<file path="src/rtl/cfr_pkg.sv">
// Shared definitions for the counter-flow recovery controller.
// Assumes: one action is chosen per cycle for the whole pipeline.
package cfr_pkg;

    // Per-cycle pipeline action
    typedef enum logic [1:0] {
        ACT_RUN   = 2'd0,   // normal advance with fetch
        ACT_CATCH = 2'd1,   // error accepted this cycle
        ACT_WALK  = 2'd2    // flush token stepping back
    } act_e;

endpackage

</file>
<file path="src/rtl/cfr_fault_pick.sv">
// Picks the error to accept this cycle.
// Assumes: err_i bit g belongs to stage register g; the last stage has no
// error input. An error is eligible only if its stage is valid and, while a
// token is live, the stage is at or above the token. The highest eligible
// stage (oldest instruction) wins.
module cfr_fault_pick #(
    parameter int NSTG = 5,
    parameter int IDW  = 3
) (
    input  logic            clk,
    input  logic            rst_n,
    input  logic [NSTG-2:0] err_i,
    input  logic [NSTG-1:0] vld_i,
    input  logic            live_i,
    input  logic [IDW-1:0]  pos_i,
    output logic            hit_o,
    output logic [IDW-1:0]  idx_o
);

    logic [NSTG-2:0] elig;

    // Eligibility mask, one bit per checked stage
    for (genvar g = 0; g < NSTG-1; g++) begin : g_elig
        assign elig[g] = err_i[g] & vld_i[g] & (~live_i | (IDW'(g) >= pos_i));
    end

    // Highest eligible stage wins
    always_comb begin
        hit_o = |elig;
        idx_o = '0;
        for (int j = 0; j < NSTG-1; j++) begin
            if (elig[j]) idx_o = IDW'(j);
        end
    end


    accepted_src_chk: assert property (@(posedge clk) disable iff (!rst_n)
        hit_o |-> (err_i[idx_o] && vld_i[idx_o]));


    not_below_token_chk: assert property (@(posedge clk) disable iff (!rst_n)
        (hit_o && live_i) |-> (idx_o >= pos_i));

endmodule

</file>
<file path="src/rtl/cfr_flush_train.sv">
// Flush token state and the per-cycle action decision.
// Assumes: hit_i/cidx_i come from the fault picker and fail_pc_i is the PC
// held in stage cidx_i. The token walks back one stage per cycle. At
// position 0 it redirects fetch unless a new error is accepted.
module cfr_flush_train
    import cfr_pkg::*;
#(
    parameter int             NSTG = 5,
    parameter int             PCW  = 16,
    parameter int             IDW  = 3,
    parameter logic [PCW-1:0] STEP = 'd4
) (
    input  logic            clk,
    input  logic            rst_n,
    input  logic            hit_i,
    input  logic [IDW-1:0]  cidx_i,
    input  logic [PCW-1:0]  fail_pc_i,
    output act_e            act_o,
    output logic            live_o,
    output logic [IDW-1:0]  pos_o,
    output logic [IDW-1:0]  fid_o,
    output logic [PCW-1:0]  rpc_o,
    output logic [NSTG-2:0] inject_o,
    output logic            restart_o
);

    localparam logic [NSTG-2:0] INJ_ONE = {{(NSTG-2){1'b0}}, 1'b1};

    logic            live_q;
    logic [IDW-1:0]  pos_q;
    logic [IDW-1:0]  fid_q;
    logic [PCW-1:0]  rpc_q;
    logic [NSTG-2:0] inj_q;

    // Choose this cycle's action: a catch beats the walk, the walk beats run
    always_comb begin
        if (hit_i)       act_o = ACT_CATCH;
        else if (live_q) act_o = ACT_WALK;
        else             act_o = ACT_RUN;
    end

    // Token, restart address and inject strobe registers
    always_ff @(posedge clk) begin
        if (!rst_n) begin
            live_q <= 1'b0;
            pos_q  <= '0;
            fid_q  <= '0;
            rpc_q  <= '0;
            inj_q  <= '0;
        end else begin
            unique case (act_o)
                ACT_CATCH: begin
                    live_q <= 1'b1;
                    pos_q  <= cidx_i;
                    fid_q  <= cidx_i;
                    rpc_q  <= fail_pc_i + STEP;
                    inj_q  <= INJ_ONE << cidx_i;
                end
                ACT_WALK: begin
                    inj_q <= '0;
                    if (pos_q == '0) live_q <= 1'b0;
                    else             pos_q  <= pos_q - 1'b1;
                end
                default: begin
                    inj_q <= '0;
                end
            endcase
        end
    end

    assign live_o    = live_q;
    assign pos_o     = pos_q;
    assign fid_o     = fid_q;
    assign rpc_o     = rpc_q;
    assign inject_o  = inj_q;
    assign restart_o = live_q && (pos_q == '0);


    inject_onehot_chk: assert property (@(posedge clk) disable iff (!rst_n)
        $onehot0(inj_q));


    inject_pulse_chk: assert property (@(posedge clk) disable iff (!rst_n)
        (|inj_q && !hit_i) |=> (inj_q == '0));


    token_start_chk: assert property (@(posedge clk) disable iff (!rst_n)
        hit_i |=> (live_q && fid_q == $past(cidx_i) && pos_q == $past(cidx_i)));


    token_step_chk: assert property (@(posedge clk) disable iff (!rst_n)
        (live_q && !hit_i && pos_q != '0) |=> (live_q && pos_q == $past(pos_q) - 1'b1));


    token_end_chk: assert property (@(posedge clk) disable iff (!rst_n)
        (restart_o && !hit_i) |=> !live_q);

endmodule

</file>
<file path="src/rtl/cfr_slot_track.sv">
// Valid bit and PC for each stage register, plus the fetch PC.
// Assumes: act_i gives the pipeline action for this cycle. cidx_i is only
// meaningful on a catch, and pos_i and rpc_i only during a walk.
module cfr_slot_track
    import cfr_pkg::*;
#(
    parameter int             NSTG     = 5,
    parameter int             PCW      = 16,
    parameter int             IDW      = 3,
    parameter logic [PCW-1:0] STEP     = 'd4,
    parameter logic [PCW-1:0] RESET_PC = '0
) (
    input  logic                      clk,
    input  logic                      rst_n,
    input  act_e                      act_i,
    input  logic [IDW-1:0]            cidx_i,
    input  logic [IDW-1:0]            pos_i,
    input  logic [PCW-1:0]            rpc_i,
    output logic [NSTG-1:0]           vld_o,
    output logic [NSTG-1:0][PCW-1:0]  pc_o,
    output logic [PCW-1:0]            fpc_o
);

    logic [NSTG-1:0]          vld_q, vld_d;
    logic [NSTG-1:0][PCW-1:0] pc_q,  pc_d;
    logic [PCW-1:0]           fpc_q, fpc_d;

    // Next stage contents for the chosen action
    always_comb begin
        vld_d = vld_q;
        pc_d  = pc_q;
        fpc_d = fpc_q;
        unique case (act_i)
            ACT_RUN: begin
                for (int j = 1; j < NSTG; j++) begin
                    vld_d[j] = vld_q[j-1];
                    pc_d[j]  = pc_q[j-1];
                end
                vld_d[0] = 1'b1;
                pc_d[0]  = fpc_q;
                fpc_d    = fpc_q + STEP;
            end
            ACT_CATCH: begin
                for (int j = 1; j < NSTG; j++) begin
                    if (j > int'(cidx_i) + 1) begin
                        vld_d[j] = vld_q[j-1];
                        pc_d[j]  = pc_q[j-1];
                    end else if (j == int'(cidx_i) + 1) begin
                        vld_d[j] = 1'b0;
                    end
                end
            end
            ACT_WALK: begin
                for (int j = 1; j < NSTG; j++) begin
                    if (j > int'(pos_i)) begin
                        vld_d[j] = vld_q[j-1];
                        pc_d[j]  = pc_q[j-1];
                    end else if (j == int'(pos_i) || j == int'(pos_i) - 1) begin
                        vld_d[j] = 1'b0;
                    end
                end
                if (int'(pos_i) <= 1) vld_d[0] = 1'b0;
                if (pos_i == '0)      fpc_d    = rpc_i;
            end
            default: ;
        endcase
    end

    // Stage and fetch registers
    always_ff @(posedge clk) begin
        if (!rst_n) begin
            vld_q <= '0;
            pc_q  <= '0;
            fpc_q <= RESET_PC;
        end else begin
            vld_q <= vld_d;
            pc_q  <= pc_d;
            fpc_q <= fpc_d;
        end
    end

    assign vld_o = vld_q;
    assign pc_o  = pc_q;
    assign fpc_o = fpc_q;


    fetch_enter_chk: assert property (@(posedge clk) disable iff (!rst_n)
        (act_i == ACT_RUN) |=> (vld_q[0] && pc_q[0] == $past(fpc_q)));


    fetch_freeze_chk: assert property (@(posedge clk) disable iff (!rst_n)
        (act_i == ACT_WALK && pos_i != '0) |=> (fpc_q == $past(fpc_q)));

    for (genvar g = 0; g < NSTG-1; g++) begin : g_stage_chk

        bubble_slot_chk: assert property (@(posedge clk) disable iff (!rst_n)
            (act_i == ACT_CATCH && cidx_i == IDW'(g)) |=>
                (!vld_q[g+1] && vld_q[g] && pc_q[g] == $past(pc_q[g])));


        bubble_move_chk: assert property (@(posedge clk) disable iff (!rst_n)
            (act_i == ACT_RUN && !vld_q[g]) |=> !vld_q[g+1]);
    end

endmodule

</file>
<file path="src/rtl/cf_recovery_ctrl.sv">
// Top level of the counter-flow flush recovery controller.
// Assumes: err_i bit g flags stage register g. The register feeding the
// last stage (writeback) is a stabilizer stage with no error input.
module cf_recovery_ctrl
    import cfr_pkg::*;
#(
    parameter int             NSTG     = 5,
    parameter int             PCW      = 16,
    parameter logic [PCW-1:0] STEP     = 'd4,
    parameter logic [PCW-1:0] RESET_PC = 'h0100,
    localparam int            IDW      = $clog2(NSTG)
) (
    input  logic            clk,
    input  logic            rst_n,
    input  logic [NSTG-2:0] err_i,
    output logic [NSTG-1:0] stage_vld_o,
    output logic [NSTG-2:0] inject_o,
    output logic            flush_vld_o,
    output logic [IDW-1:0]  flush_id_o,
    output logic [IDW-1:0]  flush_pos_o,
    output logic            restart_o,
    output logic [PCW-1:0]  restart_pc_o,
    output logic [PCW-1:0]  fetch_pc_o,
    output logic            wb_vld_o,
    output logic [PCW-1:0]  wb_pc_o
);

    act_e                     act;
    logic                     hit;
    logic [IDW-1:0]           cidx;
    logic                     live;
    logic [IDW-1:0]           pos;
    logic [PCW-1:0]           rpc;
    logic [NSTG-1:0]          vld;
    logic [NSTG-1:0][PCW-1:0] pcs;

    cfr_fault_pick #(.NSTG(NSTG), .IDW(IDW)) u_pick (
        .clk    (clk),
        .rst_n  (rst_n),
        .err_i  (err_i),
        .vld_i  (vld),
        .live_i (live),
        .pos_i  (pos),
        .hit_o  (hit),
        .idx_o  (cidx)
    );

    cfr_flush_train #(.NSTG(NSTG), .PCW(PCW), .IDW(IDW), .STEP(STEP)) u_train (
        .clk       (clk),
        .rst_n     (rst_n),
        .hit_i     (hit),
        .cidx_i    (cidx),
        .fail_pc_i (pcs[cidx]),
        .act_o     (act),
        .live_o    (live),
        .pos_o     (pos),
        .fid_o     (flush_id_o),
        .rpc_o     (rpc),
        .inject_o  (inject_o),
        .restart_o (restart_o)
    );

    cfr_slot_track #(.NSTG(NSTG), .PCW(PCW), .IDW(IDW), .STEP(STEP),
                     .RESET_PC(RESET_PC)) u_slots (
        .clk    (clk),
        .rst_n  (rst_n),
        .act_i  (act),
        .cidx_i (cidx),
        .pos_i  (pos),
        .rpc_i  (rpc),
        .vld_o  (vld),
        .pc_o   (pcs),
        .fpc_o  (fetch_pc_o)
    );

    assign stage_vld_o  = vld;
    assign flush_vld_o  = live;
    assign flush_pos_o  = pos;
    assign restart_pc_o = rpc;
    assign wb_vld_o     = vld[NSTG-1];
    assign wb_pc_o      = pcs[NSTG-1];

endmodule

</file>
<file path="config.mk">
export PLATFORM = sky130hd
export DESIGN_NAME = cf_recovery_ctrl
export DESIGN_NICKNAME = d
export VERILOG_FILES = /design/src/rtl/cfr_pkg.sv /design/src/rtl/cfr_fault_pick.sv /design/src/rtl/cfr_flush_train.sv /design/src/rtl/cfr_slot_track.sv /design/src/rtl/cf_recovery_ctrl.sv
export SDC_FILE = /design/constraint.sdc
export NUM_CORES = 1
export LEC_CHECK = 0
export BUFFER_PORTS_ARGS = -buffer_cell sky130_fd_sc_hd__buf_2
export CAP_MARGIN = 20
export CORE_AREA = 2 2 105 107
export CTS_CLUSTER_DIAMETER = 200
export DETAILED_ROUTE_END_ITERATION = 7
export DIE_AREA = 0 0 107 109
export GPL_TIMING_DRIVEN = 0
export PLACE_DENSITY_LB_ADDON = 0.15
export SYNTH_ARGS = -nofsm -noshare
export SYNTH_HDL_FRONTEND = slang
export SYNTH_SLANG_ARGS = --single-unit
</file>
<file path="constraint.sdc">
create_clock -name clk -period 3.7 [get_ports clk]
set_input_delay 0.185 -clock clk [delete_from_list [all_inputs] [get_ports clk]]
set_output_delay 0.185 -clock clk [all_outputs]
set_load 0.01 [all_outputs]
</file>
After elaboration in Yosys (flattened, before gate mapping)
Index checks and enable logic that the tools add are counted.
{"block": "op_classes", "reduce_logical": 24, "n_bitwise": 13, "n_shift": 1, "add_sub_neg": 5, "mux": 41, "n_eq_ne": 33, "order_cmp": 14}
{"cell": "one-hot mux 64 bit (3 select lines)", "count": 1}
{"cell": "2-to-1 mux 16 bit", "count": 10}
{"cell": "== test 3 x 32 -> 1 bit, first input constant", "count": 4}
{"cell": "== test 2 x 32 -> 1 bit, first input constant", "count": 2}
{"cell": "== test 4 x 32 -> 1 bit, first input constant", "count": 2}
{"cell": "> comparator 3 x 32 -> 1 bit, first input constant", "count": 2}
{"cell": "binary-select mux 16 bit (select 3 bit)", "count": 1}
{"cell": "adder 16 x 3 -> 16 bit, second input constant", "count": 2}
{"cell": "> comparator 2 x 32 -> 1 bit, first input constant", "count": 1}
{"cell": "> comparator 4 x 32 -> 1 bit, first input constant", "count": 1}
{"cell": "one-hot mux 16 bit (2 select lines)", "count": 1}
{"cell": "inequality test 3 x 1 -> 1 bit, second input constant", "count": 8}
{"cell": "AND reduction 3 bit", "count": 8}
{"cell": "inequality test 2 x 1 -> 1 bit, second input constant", "count": 10}
{"cell": "2-to-1 mux 1 bit", "count": 19}
{"cell": "one-hot mux 4 bit (3 select lines)", "count": 1}
{"cell": "AND reduction 2 bit", "count": 5}
{"cell": "== test 3 bit, first input constant", "count": 3}
{"cell": "AND 1 bit", "count": 8}
{"cell": "2-to-1 mux 2 bit", "count": 4}
{"cell": "greater-or-equal comparator 1 x 3 -> 1 bit, first input constant", "count": 2}
{"cell": "greater-or-equal comparator 2 x 3 -> 1 bit, first input constant", "count": 2}
{"cell": "> comparator 2 x 3 -> 1 bit, first input constant", "count": 2}
{"cell": "one-hot mux 3 bit (2 select lines)", "count": 1}
{"cell": "other kinds (23)", "count": 31}
{"block": "totals", "output_inout_bits": 66, "input_bits": 6, "elab_cells": 147, "register_bits": 128}

Longest topological paths before layout
{"block": "logic_depth", "depth_word": 11, "mapped_depth": 16, "depth_no_buf": 12}

Hierarchy
Synthesis repeated with hierarchy kept, for this count alone.
{"block": "hier_totals", "hier_cells": 734, "hier_area_um2": 6601.3}
{"mod": "cfr_slot_track", "seq_area_each_um2": 2021.9, "cells_each": 500, "area_per_inst_um2": 4556.9, "instances": 1}
{"mod": "cfr_flush_train", "seq_area_each_um2": 540.5, "cells_each": 141, "area_per_inst_um2": 1237.4, "instances": 1}
{"mod": "cf_recovery_ctrl", "seq_area_each_um2": 0.0, "cells_each": 78, "area_per_inst_um2": 701.9, "instances": 1}
{"mod": "cfr_fault_pick", "seq_area_each_um2": 0.0, "cells_each": 15, "area_per_inst_um2": 105.1, "instances": 1}

Worst setup path after synthesis
Ideal clock, no wire load.
{"block": "synth_timing", "path_kind": "reg-to-reg", "start": "register u_train.pos_q[0], in the netlist u_train.pos_o[0]", "end": "register u_train.rpc_q[15], in the netlist u_train.rpc_o[15]", "path_slack_ns": 0.734, "period_less_slack_ns": 2.966, "n_path_buf": 2, "arrival_time_ns": 2.839, "setup_time_ns": 0.126, "stages_incl_launch_ff": 14, "t_required_ns": 3.574, "cell_sequence": "dfxtp_1 inv_1 ha_1 ha_1 buf_2 nand2b_1 o21ai_2 buf_6 a221oi_1 o21ai_1 nand4_2 nor4_1 xor2_1 o21ai_0"}
{"block": "synth_between", "elab_chain_len": 9, "word_cells_on_any_way": 21, "cone_classes": "add/sub: 1; order compare: 4; eq/ne: 1; mux: 6; bitwise: 8; reduce/logical: 1"}
{"element": "start: declaration", "line": "cfr_flush_train.sv:30", "source": "logic [IDW-1:0] pos_q;"}
{"element": "start signal: assignment", "line": "cfr_flush_train.sv:54", "source": "pos_q <= cidx_i;"}
{"element": "start signal: assignment", "line": "cfr_flush_train.sv:62", "source": "else pos_q <= pos_q - 1'b1;"}
{"element": "greater-or-equal comparator 1 x 3 -> 1 bit", "line": "cfr_fault_pick.sv:24", "source": "assign elig[g] = err_i[g] & vld_i[g] & (~live_i | (IDW'(g) >= pos_i));"}
{"element": "OR 1 bit", "line": "cfr_fault_pick.sv:24"}
{"element": "AND 1 bit", "line": "cfr_fault_pick.sv:24"}
{"element": "2-to-1 mux 1 bit", "line": "cfr_fault_pick.sv:32", "source": "if (elig[j]) idx_o = IDW'(j);"}
{"element": "2-to-1 mux 2 bit (2 in a row)", "line": "cfr_fault_pick.sv:32"}
{"element": "binary-select mux 16 bit (select 3 bit)", "line": "cf_recovery_ctrl.sv:53", "source": ".fail_pc_i (pcs[cidx]),"}
{"element": "2-to-1 mux 16 bit (not written as such)", "line": "cf_recovery_ctrl.sv:53"}
{"element": "adder 16 x 3 -> 16 bit", "line": "cfr_flush_train.sv:56", "source": "rpc_q <= fail_pc_i + STEP;"}
{"element": "end signal: assignment", "line": "cfr_flush_train.sv:56"}
{"element": "end: declaration", "line": "cfr_flush_train.sv:32", "source": "logic [PCW-1:0] rpc_q;"}
Several ways; a longest one is shown, not always the timed one. The select of a mux whose other input is x is not followed.
A chain may end at the register's enable or synchronous reset.

Worst setup path after layout
{"block": "layout_timing", "start": "register u_train.pos_q[0], in the netlist u_train.pos_o[0]", "end": "register u_slots.pc_q, in the netlist u_slots.pc_o[68]"}
{"block": "layout_between", "elab_chain_len": 10, "word_cells_on_any_way": 28, "cone_classes": "add/sub: 1; order compare: 6; eq/ne: 4; mux: 5; bitwise: 8; reduce/logical: 4"}
{"element": "greater-or-equal comparator 1 x 3 -> 1 bit", "line": "cfr_fault_pick.sv:24"}
{"element": "OR 1 bit", "line": "cfr_fault_pick.sv:24"}
{"element": "AND 1 bit", "line": "cfr_fault_pick.sv:24"}
{"element": "2-to-1 mux 1 bit", "line": "cfr_fault_pick.sv:32"}
{"element": "2-to-1 mux 2 bit (2 in a row)", "line": "cfr_fault_pick.sv:32"}
{"element": "adder 2 x 1 -> 3 bit", "line": "cfr_slot_track.sv:45", "source": "if (j > int'(cidx_i) + 1) begin"}
{"element": "> comparator 4 x 32 -> 1 bit", "line": "cfr_slot_track.sv:45"}
{"element": "inequality test 2 x 1 -> 1 bit (no line)"}
{"element": "AND reduction 3 bit (no line)"}
{"element": "end signal: assignment", "line": "cfr_slot_track.sv:77", "source": "pc_q <= pc_d;"}
{"element": "end: declaration", "line": "cfr_slot_track.sv:25", "source": "logic [NSTG-1:0][PCW-1:0] pc_q, pc_d;"}
Several ways; a longest one is shown, not always the timed one.

==> out/metrics.csv <==
metric,value,unit
status,completed,
slowest_delay,0.45,ns
synth_area_leaders,"dfxtp_1, nand2_1, a21oi_1, o21ai_0, nor2_1",
final_cell_mix,"nand2_1, dfxtp_1, a21oi_1, buf_2, nor2_1",
p_switching,1.37,mW
fin_skew,0.00886,ns
critPathBufInv,6,
tns,0,ns
synth-seq-cells,127,
worstRegToRegCells,16,
drv_cap,0,
comb_power_share,21.8,%
diodes,0,
grt_pass1_wl,29.7,mm
hp-start,err_i[3],
grt_use_total,33.7,%
seq_area_frac_synth,42.5,%
gp_congestion,0.993,
period_needed,3.47,ns
pin_count,72,
coreArea,0.0106,mm2
floorplan.initialDensity,56.4,%
crit_path_end_kind,register,
synth_area_per_cell,7.74,um2
cts_sinks,127,
via_count,6146,
worstPathMaxFanout,10,
cts_made_buffers,17,
synth_warnings,0,
fmax,288,MHz
nNetsFinal,881,
overflow,0,
htree_levels,4,
cts_tree,yes,
clkSlewWorstSetupHoldPaths,0.06,ns
io_buffers,70,
synthToLayoutAreaGrowth,20.8,%
critPathKind,reg2reg,
worst_path_most_repeated_cell,buf_2,
ys.flop_type,dfxtp_1,
r2r_start,u_train.pos_o[0],
clkLatencyLatePin,0.54,ns
fp.dieH,109,um
clk_path_buf_depth,2,
p_seq_share,35.5,%
drv_slew,0,
path_cells,inv_1 -> ha_1 -> ha_1 -> buf_2 -> nor2b_1 -> clkbuf_2 -> a21boi_2 -> nor4_4 -> and2_1 -> buf_4 -> o21ai_2 -> and2_1 -> buf_2 -> buf_2 -> nand2_1 -> a21oi_1,
avgRoutedWirePerCell,18.6,um
p_clk_share,42.8,%
layout_commonest_cell,nand2_1,
drt-pass1-iter-count,5,
internal_power,3.02,mW
timing.rr.end,u_slots.pc_o[68],
cp.required,4.07,ns
p_per_area,608,mW/mm2
cp_top_family,buffers and inverters,
drtIter0Drc,553,
drc_errors,0,
hp-class,in2reg,
hpwl,13.6,mm
ant_nets,0,
start_kind,register,
layout_worst_path_cycle_share,93.9,%
synth.largest_area_cell,dfxtp_1,
max-slew-margin-rel,40.3,%
root_buffer,clkbuf_8,
switching_share,31.2,%
vias_per_cell,6.03,
worstMarginPinSlew,0.895,ns
syn_area,0.00598,mm2
drive_above_1_share,19.0,%
dieArea,0.0117,mm2
final-setup-viol-count,0,
grt_max_degree,17,
hold_violations,0,
die_w,107,um
rsz0062_at_grt,no,
synth-async-reset-ratio,0,%
utilization,68.2,%
synth_fp_nets,787,
hold_depth,4,
hold_end,u_train.inject_o[1],
worst_path_max_delay_cell,nor4_4,
synthCells,773,
synth_edf_count,0,
antenna_found_initial,0,
peakVddDrop,0.000452,V
arrival,3.85,ns
cp_num_cells,16,
std_cell_rows,38,
dp_slack,-0.0257,ns
synth_top_area_share,42.5,%
first_global_vias,5702,
fill_cells,908,
synth.distinct_cells,58,
fin_ws,0.227,ns
p_leak,2.85,nW
reg2reg_setup_slack,0.23,ns
totalWireLength,18.9,mm
[sequential cells by signal, summed over array words and instances, names as in the netlist]
signal and cells:
u_train.rpc_o 16, u_train.fid_o 2, u_train.live_o 1, u_train.inject_o 4, u_slots.fpc_o 16, u_slots.vld_o 5
u_train.pos_o 3, u_slots.pc_o 80
[worst register-to-register path, stage by stage (launching register included)]
cell and delay [ns]:
dfxtp_2 0.42, inv_1 0.14, ha_1 0.26, ha_1 0.18, buf_2 0.19, nor2b_1 0.12, clkbuf_2 0.20, a21boi_2 0.16
nor4_4 0.45, and2_1 0.19, buf_4 0.18, o21ai_2 0.14, and2_1 0.18, buf_2 0.15, buf_2 0.20, nand2_1 0.08
a21oi_1 0.07
[power groups by stage]
stage,registers (mW),logic [mW],clock network [mW]
floorplan,1.58,0.572,0
global placement,1.58,0.881,0
detailed placement,1.58,0.900,0
CTS,1.55,0.913,1.88
global route,1.57,1.03,1.95
finish,1.56,0.956,1.88
[worst max path at each step]
stage | to | startpoint | slack [ns]
after floorplan | u_train.rpc_o[15] | u_train.pos_o[0] | 0.73
after global placement | u_train.rpc_o[10] | u_train.pos_o[0] | 0.06
after CTS | u_train.rpc_o[10] | u_train.pos_o[0] | 0.08
after detailed placement | u_train.rpc_o[10] | u_train.pos_o[0] | -0.03
final | u_slots.pc_o[68] | u_train.pos_o[0] | 0.23
after global routing | u_slots.pc_o[68] | u_train.pos_o[0] | 0.06
[per-stage QoR]
| step | total power [mW] | hold WS [ns] | instances | instance area, um2 |
|---|---|---|---|---|
| 3_3_place_gp | 2.46 | 0.445 | 983 | 6510 |
| 3_5_place_dp | 2.48 | 0.449 | 983 | 6510 |
| 2_1_floorplan | 2.15 | 0.346 | 773 | 5980 |
| 6_report | 4.40 | 0.270 | 1020 | 7230 |
| 5_1_grt | 4.56 | 0.292 | 1020 | 7230 |
| 4_1_cts | 4.35 | 0.248 | 1016 | 7180 |
[logic make-up (layout without fill, tap and decap cells)]
family,count (synthesis),after routing,synth area share (%)
simple gates,323,323,24.0
compound gates,209,209,20.6
flops,127,127,42.5
buf+inv,80,187,7.09
mux,17,17,2.86
fa+ha+maj,8,8,1.67
xor+xnor,8,8,1.17
other cells,1,1,0.0627
[synth_stat cells, drive strengths merged, types with 3 or more instances]
library cell,instances
xnor2,6
o31ai,4
mux2i,16
buf,43
and2,6
nor4,5
a311oi,5
nor2,63
nor3,8
dfxtp,127
clkbuf,27
a221oi,13
nor3b,5
o211ai,8
o21a,6
a21oi,91
and3,18
o21ai,63
nand3,24
nand2,177
ha,8
a211oi,4
inv,10
a31oi,3
nand4,4
[repair_timing]
action,in CTS,in global routing
gates resized for setup,1,11
hold endpoints to repair,1,0
gates cloned,0,0
pin swaps,0,3
hold buffers,1,0
setup endpoints to repair,1,37
buffers inserted,0,4
[final cells by class]
type                            count  area, um2  share of cell area [%]
Clock inverter                     10        208                    2.87
Buffer                             70        390                    5.40
Sequential cell                   127       2540                    35.2
Clock buffer                       22        453                    6.26
Multi-Input combinational cell    566       3030                    41.9
Timing Repair Buffer               75        390                    5.40
Inverter                           10       37.5                   0.519
Tap cell                          140        175                    2.42
[metal layers]
layer / track usage (%) / wire (um)
met4: 16.3 / 728
met3: 6.93 / 1450
met5: 0 / 0
met2: 55.7 / 8860
met1: 42.2 / 7890
Note: power is estimated with default switching activity, not from simulation.
